[config.mk]
export PLATFORM = sky130hd
export DESIGN_NAME = adc_seq_ctrl
export DESIGN_NICKNAME = d
export VERILOG_FILES = /design/src/rtl/adc_seq_pkg.sv /design/src/rtl/adc_conv_timer.sv /design/src/rtl/adc_result_bank.sv /design/src/rtl/adc_seq_ctrl.sv
export SDC_FILE = /design/constraint.sdc
export NUM_CORES = 1
export LEC_CHECK = 0
export ABC_AREA = 1
export BUFFER_PORTS_ARGS = -buffer_cell sky130_fd_sc_hd__buf_4
export CELL_PAD_IN_SITES_DETAIL_PLACEMENT = 0
export CELL_PAD_IN_SITES_GLOBAL_PLACEMENT = 1
export CORE_MARGIN = 5
export CORE_UTILIZATION = 44
export CTS_CLUSTER_SIZE = 14
export DETAILED_ROUTE_END_ITERATION = 12
export PLACE_DENSITY = 0.92
export SLEW_MARGIN = 20
export SYNTH_ARGS = -nofsm -noshare
export SYNTH_HDL_FRONTEND = slang
export SYNTH_HIERARCHICAL = 1
export SYNTH_SLANG_ARGS = --single-unit
[constraint.sdc]
create_clock -name clk -period 2.79 [get_ports clk]
set_input_delay 0.279 -clock clk [delete_from_list [all_inputs] [get_ports clk]]
set_output_delay 0.279 -clock clk [all_outputs]
set_load 0.005 [all_outputs]
[src/rtl/adc_seq_pkg.sv]
package adc_seq_pkg;

    localparam int BYTE_W  = 8;
    localparam int N_SLOTS = 4;
    localparam int CHAN_W  = 3;
    localparam int SLOT_W  = $clog2(N_SLOTS);

    localparam logic [2:0] ADDR_CTRL = 3'd0;
    localparam logic [2:0] ADDR_OPT  = 3'd5;

    typedef struct packed {
        logic       scan;
        logic       bank_mode;
        logic [3:0] sel;
    } ctrl_t;

    function automatic logic [CHAN_W-1:0] pick_chan(ctrl_t c, logic [SLOT_W-1:0] slot);
        if (c.bank_mode)
            return {c.sel[2], slot};
        return c.sel[2:0];
    endfunction

endpackage

[src/rtl/adc_conv_timer.sv]
module adc_conv_timer #(
    parameter int CONV_CYC   = 32,
    parameter int SAMPLE_CYC = 12,
    localparam int CYC_W     = $clog2(CONV_CYC)
) (
    input  logic clk,
    input  logic rst,
    input  logic restart,
    input  logic run,
    output logic sample,
    output logic capture,
    output logic last
);

    logic [CYC_W-1:0] cyc_q;

    always_ff @(posedge clk) begin
        if (rst || restart)
            cyc_q <= '0;
        else if (run)
            cyc_q <= last ? '0 : cyc_q + 1'b1;
    end

    always_comb begin
        sample  = run && (cyc_q < CYC_W'(SAMPLE_CYC));
        capture = run && (cyc_q == CYC_W'(SAMPLE_CYC - 1));
        last    = run && (cyc_q == CYC_W'(CONV_CYC - 1));
    end

    a_r7_window_length: assert property (@(posedge clk) disable iff (rst)
        ($fell(sample) && run && !$past(restart)) |-> (cyc_q == CYC_W'(SAMPLE_CYC)));

    a_r6_wraps_after_last: assert property (@(posedge clk) disable iff (rst)
        (last && !restart) |=> (cyc_q == '0));

endmodule

[src/rtl/adc_result_bank.sv]
module adc_result_bank
    import adc_seq_pkg::*;
(
    input  logic              clk,
    input  logic              rst,
    input  logic              wr_en,
    input  logic [SLOT_W-1:0] wr_idx,
    input  logic [BYTE_W-1:0] wr_data,
    input  logic [SLOT_W-1:0] rd_idx,
    output logic [BYTE_W-1:0] rd_data
);

    logic [BYTE_W-1:0] slot_q [N_SLOTS];

    for (genvar i = 0; i < N_SLOTS; i++) begin : g_slot
        always_ff @(posedge clk) begin
            if (rst)
                slot_q[i] <= '0;
            else if (wr_en && wr_idx == SLOT_W'(i))
                slot_q[i] <= wr_data;
        end

        a_r5_only_addressed_slot: assert property (@(posedge clk) disable iff (rst)
            !(wr_en && wr_idx == SLOT_W'(i)) |=> $stable(slot_q[i]));
    end

    assign rd_data = slot_q[rd_idx];

endmodule

[src/rtl/adc_seq_ctrl.sv]
module adc_seq_ctrl
    import adc_seq_pkg::*;
#(
    parameter int CONV_CYC   = 32,
    parameter int SAMPLE_CYC = 12,
    parameter int SETTLE_CYC = 16,
    localparam int SET_W     = $clog2(SETTLE_CYC + 1)
) (
    input  logic              clk,
    input  logic              rst,
    input  logic              bus_wr,
    input  logic [2:0]        bus_addr,
    input  logic [BYTE_W-1:0] bus_wdata,
    output logic [BYTE_W-1:0] bus_rdata,
    output logic [CHAN_W-1:0] conv_chan,
    output logic              conv_sample,
    input  logic [BYTE_W-1:0] conv_data
);

    ctrl_t             ctrl_q;
    logic [BYTE_W-1:0] opt_q;
    logic [SET_W-1:0]  settle_q;
    logic              busy_q, done_q;
    logic [SLOT_W-1:0] slot_q;
    logic [BYTE_W-1:0] hold_q;
    logic              ctrl_wr, opt_wr, power, ready, start;
    logic              capture, last;
    logic [SLOT_W-1:0] rd_idx;
    logic [BYTE_W-1:0] slot_rdata;

    assign ctrl_wr = bus_wr && bus_addr == ADDR_CTRL;
    assign opt_wr  = bus_wr && bus_addr == ADDR_OPT;
    assign power   = opt_q[BYTE_W-1];
    assign ready   = settle_q == SET_W'(SETTLE_CYC);
    assign start   = ctrl_wr && power && ready;

    // option register and settling counter
    always_ff @(posedge clk) begin
        if (rst) begin
            opt_q    <= '0;
            settle_q <= '0;
        end else begin
            if (opt_wr)
                opt_q <= bus_wdata;
            if (!power || (opt_wr && !bus_wdata[BYTE_W-1]))
                settle_q <= '0;
            else if (!ready)
                settle_q <= settle_q + 1'b1;
        end
    end

    // group sequencing
    always_ff @(posedge clk) begin
        if (rst) begin
            ctrl_q <= '0;
            busy_q <= 1'b0;
            done_q <= 1'b0;
            slot_q <= '0;
        end else if (ctrl_wr) begin
            ctrl_q <= ctrl_t'(bus_wdata[5:0]);
            busy_q <= start;
            done_q <= 1'b0;
            slot_q <= '0;
        end else if (!power || (opt_wr && !bus_wdata[BYTE_W-1])) begin
            busy_q <= 1'b0;
        end else if (last) begin
            slot_q <= slot_q + 1'b1;
            if (slot_q == SLOT_W'(N_SLOTS - 1)) begin
                done_q <= 1'b1;
                busy_q <= ctrl_q.scan;
            end
        end
    end

    always_ff @(posedge clk) begin
        if (rst)
            hold_q <= '0;
        else if (capture)
            hold_q <= conv_data;
    end

    adc_conv_timer #(
        .CONV_CYC  (CONV_CYC),
        .SAMPLE_CYC(SAMPLE_CYC)
    ) i_timer (
        .clk    (clk),
        .rst    (rst),
        .restart(ctrl_wr),
        .run    (busy_q),
        .sample (conv_sample),
        .capture(capture),
        .last   (last)
    );

    assign rd_idx = SLOT_W'(bus_addr - 3'd1);

    adc_result_bank i_bank (
        .clk    (clk),
        .rst    (rst),
        .wr_en  (last),
        .wr_idx (slot_q),
        .wr_data(hold_q),
        .rd_idx (rd_idx),
        .rd_data(slot_rdata)
    );

    assign conv_chan = pick_chan(ctrl_q, slot_q);

    always_comb begin
        case (bus_addr)
            ADDR_CTRL:               bus_rdata = {done_q, 1'b0, ctrl_q};
            3'd1, 3'd2, 3'd3, 3'd4:  bus_rdata = slot_rdata;
            ADDR_OPT:                bus_rdata = opt_q;
            default:                 bus_rdata = '0;
        endcase
    end

    a_r8_write_clears_done: assert property (@(posedge clk) disable iff (rst)
        ctrl_wr |=> !done_q);

    a_r2_no_power_no_sample: assert property (@(posedge clk) disable iff (rst)
        !power |-> !conv_sample);

    a_r9_single_group_stops: assert property (@(posedge clk) disable iff (rst)
        ($rose(done_q) && !ctrl_q.scan) |-> !conv_sample);

    a_r7_chan_held_in_window: assert property (@(posedge clk) disable iff (rst)
        (conv_sample && $past(conv_sample) && !$past(ctrl_wr)) |-> $stable(conv_chan));

endmodule

==> summary.md <==
| Metric | Value |
|---|---|
| CTS root buffer | clkbuf_8 |
| Fillers | 750 |
| Overall power after layout | 2035 µW |
| Clock Sinks | 68 |
| GRT Max-Usage Layer | met2 |
| Cells after Synth | 423 |
| Max Clk Rate | 0.4775 GHz |
| Worst skew pair latency | 0.35 ns |
| Final worst path period need | 2.094 ns |
| Post-layout net count | 491 |
| Core area | 7607 µm² |
| Die height | 97.77 µm |
| Pin count of the biggest net entering global routing | 22 |
| Cell area after layout | 3914 µm² |
| Number of buffers created by CTS | 9 |
| Final Cycle Share | 75.06% |
| Max-cap check violation count | 0 |
| Gr ovfl total | 0 |
| Mapped Area | 3390 µm² |
| RSZ-0062 raised after global routing | false |
| Slew headroom | 56.88% |
| PD cells | 519.9 nW/µm² |
| Synthesized flop and latch total | 68 |
| Count of final setup violators | 0 |
| Sequential share of the synthesized area | 49.61% |
| TritonCTS clock tree | done |
| H-Tree Depth | 3 |
| DR WL/cell | 12.43 µm |
| Area grow syn2layout | 15.47% |
| First-pass iteration count of the detailed router | 4 |
| Detailed Place HPWL | 5.396 mm |
| Global-route wire length before repair | 12.23 mm |
| Cell accounting for the most synthesized area | edfxtp_1 |
| Hold_buf cts | 0 |
| GRT Overall Usage | 15.83% |
| DR vias/cell | 4.852 |
| Port-buffer cells | 33 |
| Register Area | 1682 µm² |
| Crit Path Class | flop to flop |
| Antenna Cells | 0 |
| Synth top area share | 28.35% |
| Slew @ Worst Pin | 0.6461 ns |
| Share of cells above drive strength 1 | 15.48% |
| WP data arrival | 2.10 ns |
| Starting Density | 44.56% |
| Worst vdd ir | 262.7 µV |
| Final WS setup | 0.6957 ns |
| Startpoint types | flop |
| Final hold viol count | 0 |
| Met1 Usage GRT | 18.86% |
| Synth top area cells | edfxtp_1 (28%), dfxtp_1 (21%), inv_1 (9.0%) |
| Routed Antenna Nets | 0 |
| Grt met2 use | 26.83% |
| Dpl cell area | 3721 µm² |
| Max Clock Skew | 0.01085 ns |
| Total wire length | 7.050 mm |
| Crit path capture type | flop |
| Initial antenna violation count | 0 |
| Detailed Route Iter0 Violations | 101 |
| Pre-CTS setup slack | 0.7095 ns |
| Required @ worst endpoint | 2.80 ns |
| Post-CTS Setup Inserts | 0 |
| Per-instance average area after synthesis | 8.013 µm² |
| GPL Wtd Cong | 0.8268 |
| CP max FO | 11 |
| Max-slew violations | 0 |
| Overall die width | 97.77 µm |
| Drt drc | 0 |
| Outcome | finished, final reports clean |
| Most frequent cells in the layout | inv_1 (81), nand2_1 (79), nor2_1 (61) |
| I/O pin count | 34 |
| Syn nets | 454 |
| Rows | 32 |
| Synth warn | 6 |
| Setup TNS Final | 0 ns |
| Clock Path Buffers | 2 |
| Vias in the first global route | 2681 |
| Hold Path Class | input pin to flop |
| # resized after CTS | 0 |
| Footprint of the multi-input gates | 1320 µm² |
| Yosys cell types | 32 |
| DR vias | 2751 |
| Most common cell after layout, fill and taps aside | inv_1 |
| GR Layer Usage met3 | 3.929% |
| P_leak | 0.001687 µW |
| Clk slew on worst S/H paths | 0.08 ns |
| Die ar. | 9559 µm² |
-- worst paths after layout --
path / cells past startpoint / end / slack [ns] / from
setup / recovery: 8 / i_bank/slot_q[1][3] / 0.70 / i_timer/cyc_q[0]
setup reg to reg: 8 / i_bank/slot_q[1][3] / 0.70 / i_timer/cyc_q[0]
hold / removal: 3 / hold_q[1] / 0.16 / conv_data[1]
hold reg to reg: 2 / opt_q[1] / 0.46 / opt_q[1]
-- sequential cells by signal, summed over array words and instances, names as in the netlist --
signal and flops:
settle_q 5, hold_q 8, opt_q 8, ctrl_q 6
done_q 1, i_bank/slot_q 32, slot_q 2, busy_q 1
i_timer/cyc_q 5
-- worst max-delay path, stage by stage (launching register included) --
cell and delay [ns]:
dfxtp_1 0.37, ha_1 0.18, inv_1 0.04, nor2_1 0.09
ha_1 0.16, nand2_1 0.07, inv_1 0.30, nand3_2 0.22
nand2_1 0.33
-- area by class of cell --
class	instances	share of cell area, %
Multi-Input combinational cell	260	33.73
Clock inverter	6	1.119
Clock buffer	10	3.804
Sequential cell	68	42.97
Inverter	85	8.216
Timing Repair Buffer	36	6.905
Tap cell	102	3.261
-- routing by layer --
metal  part of all wire (%)  vias up  wire (µm)
li1                       -     1418          -
met1                     43     1268       3064
met2                     50       45       3519
met3                    3.2       20        229
met4                    3.3        0        235
met5                      0        -          0
-- cell usage after synthesis, drive strengths merged --
| master | instances |
|---|---|
| nand4 | 6 |
| o21bai | 6 |
| nor4 | 1 |
| nand3 | 30 |
| clkbuf | 1 |
| o21ai | 24 |
| nor3b | 2 |
| buf | 9 |
| nand2 | 82 |
| xor2 | 3 |
| edfxtp | 32 |
| nor2 | 62 |
| inv | 85 |
| nor3 | 9 |
| a21oi | 18 |
| dfxtp | 36 |
| o211ai | 1 |
| ha | 9 |
| o31ai | 1 |
| o22ai | 6 |
-- power by group --
group	switching, µW	internal [µW]	total, µW	leakage (µW)
registers	9.01	1070	1080	0.000604
clock network	389	382	771	0.000103
logic	110	77.1	187	0.000980
-- per-stage QoR --
stage | hold WS [ns] | instances | utilization, %
floorplan | 0.3481 | 423 | -
global placement | 0.4453 | 551 | 48.91
detailed placement | 0.4535 | 551 | 48.91
CTS | 0.1427 | 567 | 51.45
global route | 0.1465 | 567 | 51.45
finish | 0.1571 | 567 | 51.45
-- cells by family after synthesis --
kind of cell	count (synthesis)	synth area share [%]
AND/OR/NAND/NOR	192	24.81
XOR/XNOR	3	0.7753
AO/OA/AOI/OAI	56	10.04
buffers and inverters	95	11.44
adder cells (fa/ha/maj)	9	3.322
flip-flops	68	49.61
Note: power is estimated with default switching activity, not from simulation.
